--- config.mk ---
export PLATFORM = sky130hd
export DESIGN_NAME = irq_ack_router
export DESIGN_NICKNAME = d
export VERILOG_FILES = /design/src/rtl/irq_ack_pkg.sv /design/src/rtl/irq_route_table.sv /design/src/rtl/irq_level_pick.sv /design/src/rtl/irq_ack_seq.sv /design/src/rtl/irq_ack_router.sv
export SDC_FILE = /design/constraint.sdc
export NUM_CORES = 1
export LEC_CHECK = 0
export BUFFER_PORTS_ARGS = -buffer_cell sky130_fd_sc_hd__buf_2
export CAP_MARGIN = 30
export CORE_MARGIN = 2
export CORE_UTILIZATION = 50
export DETAILED_ROUTE_END_ITERATION = 8
export PLACE_DENSITY_LB_ADDON = 0.1
export SYNTH_ARGS = -nofsm -noshare
export SYNTH_HDL_FRONTEND = slang
export SYNTH_SLANG_ARGS = --single-unit
--- constraint.sdc ---
create_clock -name clk -period 7.3 [get_ports clk]
set_input_delay 0.73 -clock clk [delete_from_list [all_inputs] [get_ports clk]]
set_output_delay 0.73 -clock clk [all_outputs]
set_load 0.01 [all_outputs]
--- src/rtl/irq_ack_pkg.sv ---
package irq_ack_pkg;

    localparam int N_LVL = 7;
    localparam int LVL_W = 3;
    localparam int VEC_W = 8;

    typedef logic [LVL_W-1:0] lvl_t;
    typedef logic [VEC_W-1:0] vec_t;
    typedef logic [N_LVL-1:0] lvl_mask_t;

    typedef enum logic [1:0] {
        SQ_IDLE = 2'd0,
        SQ_ACK  = 2'd1
    } seq_state_e;

    typedef struct packed {
        lvl_t lvl;
        vec_t vec;
    } capture_t;

    // highest set bit of a level mask as a level code, 0 when empty
    function automatic lvl_t top_level(input lvl_mask_t m);
        lvl_t r;
        r = '0;
        for (int i = 0; i < N_LVL; i++) begin
            if (m[i]) r = lvl_t'(i + 1);
        end
        return r;
    endfunction

    // one-hot mask for a level code, empty for code 0
    function automatic lvl_mask_t level_bit(input lvl_t l);
        lvl_mask_t r;
        r = '0;
        for (int i = 0; i < N_LVL; i++) begin
            if (int'(l) == i + 1) r[i] = 1'b1;
        end
        return r;
    endfunction

endpackage

--- src/rtl/irq_route_table.sv ---
module irq_route_table
    import irq_ack_pkg::*;
#(
    parameter int N_TGT        = 8,
    parameter int MAX_DISTINCT = 6,
    localparam int TGT_W       = (N_TGT > 1) ? $clog2(N_TGT) : 1
) (
    input  logic             clk,
    input  logic             rst,
    input  logic             claim_we,
    input  logic             route_we,
    input  lvl_t             wr_lvl,
    input  logic             wr_claim,
    input  logic [TGT_W-1:0] wr_tgt,
    output logic             wr_reject,
    output lvl_mask_t        claim_mask,
    input  lvl_t             rd_lvl,
    output logic [TGT_W-1:0] rd_tgt,
    output logic [N_TGT-1:0] used_mask
);

    logic [TGT_W-1:0] tgt_q  [N_LVL];
    logic [TGT_W-1:0] tgt_nx [N_LVL];
    logic             claim_q[N_LVL];
    logic [N_TGT-1:0] used_nx;
    lvl_mask_t        hit;
    lvl_mask_t        rd_hit;
    int               n_nx;
    logic             over;
    logic             do_wr;
    logic             commit;

    // candidate table and its distinct-target count
    always_comb begin
        hit     = level_bit(wr_lvl);
        used_nx = '0;
        n_nx    = 0;
        for (int i = 0; i < N_LVL; i++) begin
            tgt_nx[i] = (route_we && hit[i]) ? wr_tgt : tgt_q[i];
            used_nx[tgt_nx[i]] = 1'b1;
        end
        for (int t = 0; t < N_TGT; t++) begin
            if (used_nx[t]) n_nx = n_nx + 1;
        end
        over   = route_we && (n_nx > MAX_DISTINCT);
        do_wr  = (claim_we || route_we) && (|hit);
        commit = do_wr && !over;
    end

    for (genvar g = 0; g < N_LVL; g++) begin : g_lvl
        always_ff @(posedge clk) begin
            if (rst) begin
                tgt_q[g]   <= '0;
                claim_q[g] <= 1'b0;
            end else if (commit && hit[g]) begin
                if (route_we) tgt_q[g]   <= wr_tgt;
                if (claim_we) claim_q[g] <= wr_claim;
            end
        end
    end

    always_ff @(posedge clk) begin
        if (rst) wr_reject <= 1'b0;
        else     wr_reject <= do_wr && over;
    end

    always_comb begin
        rd_hit    = level_bit(rd_lvl);
        rd_tgt    = '0;
        used_mask = '0;
        for (int i = 0; i < N_LVL; i++) begin
            claim_mask[i] = claim_q[i];
            used_mask[tgt_q[i]] = 1'b1;
            if (rd_hit[i]) rd_tgt = tgt_q[i];
        end
    end

endmodule

--- src/rtl/irq_level_pick.sv ---
module irq_level_pick
    import irq_ack_pkg::*;
(
    input  lvl_mask_t req,
    input  lvl_mask_t claim,
    output logic      pick_valid,
    output lvl_t      pick_lvl
);

    lvl_mask_t live;

    assign live       = req & claim;
    assign pick_valid = |live;
    assign pick_lvl   = top_level(live);

endmodule

--- src/rtl/irq_ack_seq.sv ---
module irq_ack_seq
    import irq_ack_pkg::*;
#(
    parameter int N_TGT  = 8,
    parameter int TMO_W  = 12,
    localparam int TGT_W = (N_TGT > 1) ? $clog2(N_TGT) : 1
) (
    input  logic             clk,
    input  logic             rst,
    input  logic             pick_valid,
    input  lvl_t             pick_lvl,
    input  logic [TMO_W-1:0] tmo_limit,
    input  logic             dtack,
    input  vec_t             vec_in,
    input  logic [TGT_W-1:0] route_tgt,
    output logic             iack_active,
    output lvl_t             iack_level,
    output logic [N_TGT-1:0] cpu_irq,
    output capture_t         capt,
    output logic             capt_valid,
    output logic             ack_err,
    output lvl_t             err_level
);

    seq_state_e       state;
    lvl_t             cur_lvl;
    logic [TMO_W-1:0] cnt;
    logic [N_TGT-1:0] tgt_onehot;

    assign tgt_onehot  = N_TGT'(1) << route_tgt;
    assign iack_active = (state == SQ_ACK);
    assign iack_level  = (state == SQ_ACK) ? cur_lvl : '0;

    always_ff @(posedge clk) begin
        if (rst) begin
            state      <= SQ_IDLE;
            cur_lvl    <= '0;
            cnt        <= '0;
            cpu_irq    <= '0;
            capt       <= '0;
            capt_valid <= 1'b0;
            ack_err    <= 1'b0;
            err_level  <= '0;
        end else begin
            cpu_irq <= '0;
            ack_err <= 1'b0;
            case (state)
                SQ_IDLE: begin
                    if (pick_valid) begin
                        state   <= SQ_ACK;
                        cur_lvl <= pick_lvl;
                        cnt     <= '0;
                    end
                end
                SQ_ACK: begin
                    if (dtack) begin
                        capt.lvl   <= cur_lvl;
                        capt.vec   <= vec_in;
                        capt_valid <= 1'b1;
                        cpu_irq    <= tgt_onehot;
                        state      <= SQ_IDLE;
                    end else if (cnt == tmo_limit) begin
                        ack_err   <= 1'b1;
                        err_level <= cur_lvl;
                        state     <= SQ_IDLE;
                    end else begin
                        cnt <= cnt + TMO_W'(1);
                    end
                end
                default: state <= SQ_IDLE;
            endcase
        end
    end

endmodule

--- src/rtl/irq_ack_router.sv ---
module irq_ack_router
    import irq_ack_pkg::*;
#(
    parameter int N_TGT        = 8,
    parameter int MAX_DISTINCT = 6,
    parameter int TMO_W        = 12,
    localparam int TGT_W       = (N_TGT > 1) ? $clog2(N_TGT) : 1
) (
    input  logic             clk,
    input  logic             rst,
    input  logic [N_LVL-1:0] irq_req,
    input  logic             cfg_claim_we,
    input  logic             cfg_route_we,
    input  logic [LVL_W-1:0] cfg_lvl,
    input  logic             cfg_claim,
    input  logic [TGT_W-1:0] cfg_tgt,
    output logic             cfg_reject,
    input  logic [TMO_W-1:0] tmo_limit,
    output logic             iack_active,
    output logic [LVL_W-1:0] iack_level,
    input  logic             dtack,
    input  logic [VEC_W-1:0] vec_in,
    output logic [N_TGT-1:0] cpu_irq,
    output logic             vec_valid,
    output logic [VEC_W-1:0] vec_data,
    output logic [LVL_W-1:0] vec_level,
    output logic             ack_err,
    output logic [LVL_W-1:0] err_level
);

    lvl_mask_t        claim_mask;
    logic [N_TGT-1:0] used_mask;
    logic [TGT_W-1:0] route_tgt;
    logic             pick_valid;
    lvl_t             pick_lvl;
    capture_t         capt;

    irq_route_table #(
        .N_TGT       (N_TGT),
        .MAX_DISTINCT(MAX_DISTINCT)
    ) u_table (
        .clk       (clk),
        .rst       (rst),
        .claim_we  (cfg_claim_we),
        .route_we  (cfg_route_we),
        .wr_lvl    (cfg_lvl),
        .wr_claim  (cfg_claim),
        .wr_tgt    (cfg_tgt),
        .wr_reject (cfg_reject),
        .claim_mask(claim_mask),
        .rd_lvl    (iack_level),
        .rd_tgt    (route_tgt),
        .used_mask (used_mask)
    );

    irq_level_pick u_pick (
        .req       (irq_req),
        .claim     (claim_mask),
        .pick_valid(pick_valid),
        .pick_lvl  (pick_lvl)
    );

    irq_ack_seq #(
        .N_TGT(N_TGT),
        .TMO_W(TMO_W)
    ) u_seq (
        .clk        (clk),
        .rst        (rst),
        .pick_valid (pick_valid),
        .pick_lvl   (pick_lvl),
        .tmo_limit  (tmo_limit),
        .dtack      (dtack),
        .vec_in     (vec_in),
        .route_tgt  (route_tgt),
        .iack_active(iack_active),
        .iack_level (iack_level),
        .cpu_irq    (cpu_irq),
        .capt       (capt),
        .capt_valid (vec_valid),
        .ack_err    (ack_err),
        .err_level  (err_level)
    );

    assign vec_data  = capt.vec;
    assign vec_level = capt.lvl;

endmodule

* Word-level counts from Yosys, hierarchy flattened
Memory sizes are Yosys's and may differ from the RTL's.
Index checks and enable logic that the tools add are counted.
Widths: inputs -> output; s select.
** Word-level totals
- Input bits :: 39
- Word-level logic and storage cells :: 244
- Memory bits (writable) :: 28
- Register bits after elaboration :: 42
- Memories :: 2
- Output and inout bits :: 29
** Memories
- u_table.tgt_q :: depth 7, bits a word 3, read ports 7, clocked after memory_dff 0, write ports 7, line irq_route_table.sv:22 : logic [TGT_W-1:0] tgt_q [N_LVL];
- u_table.claim_q :: depth 7, bits a word 1, read ports 7, clocked after memory_dff 0, write ports 7, line irq_route_table.sv:24 : logic claim_q[N_LVL];
** Operators by class
- Equal/unequal tests :: 20
- Add/sub/neg operators :: 8
- Reduce and logical (&&, ||, !) cells :: 38
- Bitwise logic cells :: 23
- Muxes and demuxes :: 127
- Shift operators :: 1
- Magnitude comparators :: 15
** Operators by type and width (number)
- $mux 32 :: 7
- $add 32x2->32 const B :: 6
- $mux 3 :: 26
- $mux 1 :: 77
- $or 8x8->8 :: 6
- $mux 12 :: 3
- $gt 32x4->1 const B :: 1
- $lt 3x4->1 const B :: 7
- $logic_and 1x1->1 :: 25
- $eq 3x3->1 const B :: 8
- $pmux 12 s2 :: 1
- $demux 1 s3 :: 7
- $ge 3x1->1 const B :: 7
- $or 1x1->1 :: 14
- $reduce_or 7->1 :: 2
- $add 12x1->12 const B :: 1
- $eq 12x12->1 :: 1
- $eq 3x2->1 const B :: 4
- $mux 2 :: 5
- $shl 1x3->8 const A :: 1
- $and 7x7->7 :: 1
- $eq 3x1->1 const B :: 2
- $ne 2x2->1 const B :: 3
- $reduce_and 2->1 :: 3
- 12 further kinds :: 14

* Depth between registers and ports, before layout
- Word-level depth :: 38
- Gate-level depth with buffers :: 26
- Depth with buffers taken out :: 22

* Modules after synthesis
From an unflattened synthesis, not the netlist that was laid out.
** Second synthesis, totals
- Cell total of the unflattened synthesis :: 653
- Area total of the unflattened synthesis :: 5440.2 um^2
** By module, submodules not included
- irq_route_table :: seq. area each 860.8 um^2, area each 3572.2 um^2, cells each 438, instances 1
- irq_ack_seq :: seq. area each 800.8 um^2, area each 1780.5 um^2, cells each 200, instances 1
- irq_level_pick :: seq. area each 0.0 um^2, area each 87.6 um^2, cells each 15, instances 1

* Worst setup path before layout
OpenSTA, ideal clock, no wires.
- Kind :: in2reg
- From :: in cfg_lvl[0]
- To :: mem u_table.tgt_q[2][3] in the netlist's numbering, enable pin
- Buffers on the path :: 3
- Data arrival time :: 5898 ps
- Data required time :: 6973 ps
- Path slack :: 1075 ps
- Stages :: 24
- Cell sequence :: buf_4 buf_4 and4bb_2 nor4b_1 a2111oi_0 nand3_1 inv_1 ha_1 inv_1 xnor3_2 ha_1 mux2_2 ha_1 o21ai_0 nand2_1 ha_1 nand2_1 nand2_1 ha_1 xnor3_1 a31oi_1 nand3b_4 buf_4 o21bai_1
** RTL lines
- start, declared :: line irq_ack_router.sv:14 : input logic [LVL_W-1:0] cfg_lvl,
- end, declared :: line irq_route_table.sv:22

==> results.cfg <==
[place]
gp_congestion = 0.9189
numPlacedInstances = 762
dpl.hpwl_mm = 10.27
port_buffers = 67

[setup_path]
worstPathRequired_ps = 7310
worstPathMaxFanout = 43
end_kind = flip-flop
max_stage_delay_ps = 550
crit_buf_inv = 4
critical-path-top-delay-family = adder cells
worstPathArrival_ps = 6780
cp_cell_sequence = buf_2, buf_4, and4bb_2, nor4b_1, a2111oi_0, nand3_1, inv_1, ha_1, inv_1, xnor3_2, ha_1, mux2_2, ha_1, o21ai_0, nand2_1, ha_1, nand2_1, nand2_1, ha_1, xnor3_1, a31oi_1, nand3b_4, o21bai_1
setup.worst_path.start_class = input pin
critical_path_class = input pin to flip-flop
cpMaxStageDelayCell = xnor3_2
crit_top_cell = ha_1

[logic_synthesis]
synth_area_mm2 = 0.005097
yosysMostFrequentCell = nand2_1
synth_top_family_by_area = simple AND/OR/NAND/NOR gates
synth_commonest_cells = nand2_1 (65), nor2_1 (58), dfxtp_1 (41)
synth_seq_cells = 69
synth_compound_area_share_pct = 18.02
ys.flop_type = dfxtp_1
synth_cell_types = 89
synth_area_leaders = edfxtp_1 (16%), dfxtp_1 (16%), nand2_1 (4.8%)
synth_fp_nets = 640
synth_edf_count = 28
yosys.area_share.adder_pct = 1.718
ys.warnings.count = 0
synthArstFlopShare_pct = 0
synth_mux_area_share_pct = 3.044
synth_top_area_share_pct = 16.49
synthCells = 594
ys_seq_area_share_pct = 32.60
yosys.area_share.simple_pct = 32.57
synthXorXnorAreaFrac_pct = 6.406
synth.avg_cell_area_um2 = 8.581
yosys.area.top_type = edfxtp_1

[floorplan]
initial_core_util_pct = 51.91
die_y_um = 105.0
core_area_mm2 = 0.009819
die_w_um = 105.0
io_pins = 68
die-area_mm2 = 0.01102
rows = 36

[global_route]
grt_pass1_wl_mm = 22.18
antenna_found_initial = 0
track_usage_pct = 24.80
overflow = 0
grt_max_degree = 48
grt_pass1_vias = 4326

[cells_and_area]
fin_util_pct = 57.75
fin_cells = 778
fillers = 917
drive_gt1_share_pct = 20.47
area_delta_synth_final_pct = 11.24
antenna_cells = 0
layout.nets = 686

[cts]
clk_pin_slew_ps = 70
cts-htree-levels = 3
cts_max_path_buffers = 2
numCtsBuffers = 9
cts_root_buffer = clkbuf_8
cts_tree = yes
clock_sinks = 69
clock_latency_ps = 350

[hold_path]
holdCritPathClass = flip-flop to flip-flop

[timing]
fin_skew_ps = 19.27
setup_viol = 0
grt_setup_unrepaired = true
finalHoldViolCount = 0
maxSlewViolCount = 0
fmax_mhz = 147.9
tightest_slew_ps = 838.7
finalCritPeriodShare_pct = 92.64
slew-limit-headroom_pct = 43.61
final.min_clock_period_ps = 6763

[routing]
dr.first_iter.drc_count = 378
wl_mm = 13.39
wl_per_cell_um = 17.21
routed_via_density = 6.082
ant_nets = 0
vias = 4732
drt_pass1_iterations = 7
remaining_drc_errors = 0

[power]
peakVddDrop_mv = 0.1945
leakagePower_uw = 0.002153
p_total_uw = 1513
p_per_area_mw_per_mm2 = 266.8

[status]
status = finished, final reports clean

[job]
drv_cap = 0
metrics by stage:
| step | worst slack (ps) | TNS (ps) | instance area, um^2 | hold WS [ps] |
|---|---|---|---|---|
| 2_1_floorplan | 1075 | 0 | 5097 | 480.5 |
| 3_3_place_gp | 427.8 | 0 | 5446 | 439.8 |
| 3_5_place_dp | 213.4 | 0 | 5446 | 444.6 |
| 4_1_cts | 572.0 | 0 | 5667 | 454.0 |
| 5_1_grt | -4.181 | -12.08 | 5670 | 478.6 |
| 6_report | 537.3 | 0 | 5670 | 453.8 |
layout by cell type (no fill, tap or decap), types with 8 or more instances in the layout:
cell,instances
buf_2,67
nand2_1,65
nor2_1,58
dfxtp_1,41
edfxtp_1,28
a21oi_1,26
nor3_1,23
nand3_1,18
xnor2_1,17
inv_1,15
nor2b_1,15
nand2b_1,15
nand4_1,14
nor4_1,12
mux2i_1,11
xor2_1,10
clkbuf_8,10
buf_4,10
o21ai_0,9
and3_1,8
power breakdown:
part           internal, uW  switching, uW  total, uW
Combinational           276            433        709
Sequential              427           39.4        467
Clock                   190            147        337
flip-flops by register name, summed over array words and instances (netlist names):
name,cells
u_seq.ack_err,1
u_seq.capt,11
u_seq.capt_valid,1
u_seq.cnt,12
u_seq.cpu_irq,8
u_seq.cur_lvl,3
u_seq.err_level,3
u_seq.state,1
u_table.claim_q,7
u_table.tgt_q,21
u_table.wr_reject,1
cell families (layout without fill, tap and decap cells):
| logic type | Yosys count | count (layout) |
|---|---|---|
| xor gates and xnor gates | 31 | 31 |
| adders and majority gates | 7 | 7 |
| and+or+nand+nor | 289 | 289 |
| AOI/OAI and AO/OA | 125 | 125 |
| DFF | 69 | 69 |
| buffers and inverters | 58 | 109 |
| muxes | 15 | 15 |
worst min-delay path, cell delays in order (launching register included):
cell	delay [ps]
dfxtp_1	310
nand2_1	50
a21oi_1	50
layer usage:
| layer | part of all wire, % | up-vias | GRT usage, % | wire [um] |
|---|---|---|---|---|
| met4 | 1.5 | 0 | 4.952 | 206 |
| met3 | 7.1 | 21 | 4.803 | 948 |
| met1 | 45 | 2216 | 34.39 | 5998 |
| li1 | - | 2307 | - | - |
| met5 | 0 | - | 0 | 0 |
| met2 | 47 | 188 | 40.35 | 6234 |
path summary, 6_finish.rpt:
kind / slack (ps) / cells past startpoint / from / to
hold reg to reg: 450 / 2 / u_seq.capt[10] / u_seq.capt[10]
hold / removal: 450 / 2 / u_seq.capt[10] / u_seq.capt[10]
setup / recovery: 540 / 23 / cfg_lvl[0] / u_table.tgt_q[1][5]
setup reg to reg: 980 / 20 / u_table.tgt_q[0][3] / u_table.tgt_q[1][5]
area by class of cell:
class / count / area [um^2] / share of cell area, %
clock buffers: 12 / 167.7 / 2.957
clock inverters: 4 / 52.55 / 0.9267
inverters: 16 / 60.06 / 1.059
multi-input cells: 467 / 3152 / 55.58
flip-flops and latches: 69 / 1662 / 29.30
well taps: 133 / 166.4 / 2.935
repair buffers: 77 / 410.4 / 7.237
repair_timing:
item / in CTS / in global routing
gates resized for setup: 0 / 1
hold buffers: 0 / 0
buffers inserted: 0 / 0
setup endpoints to repair: 0 / 6
Power figures use the tool's default switching activity.
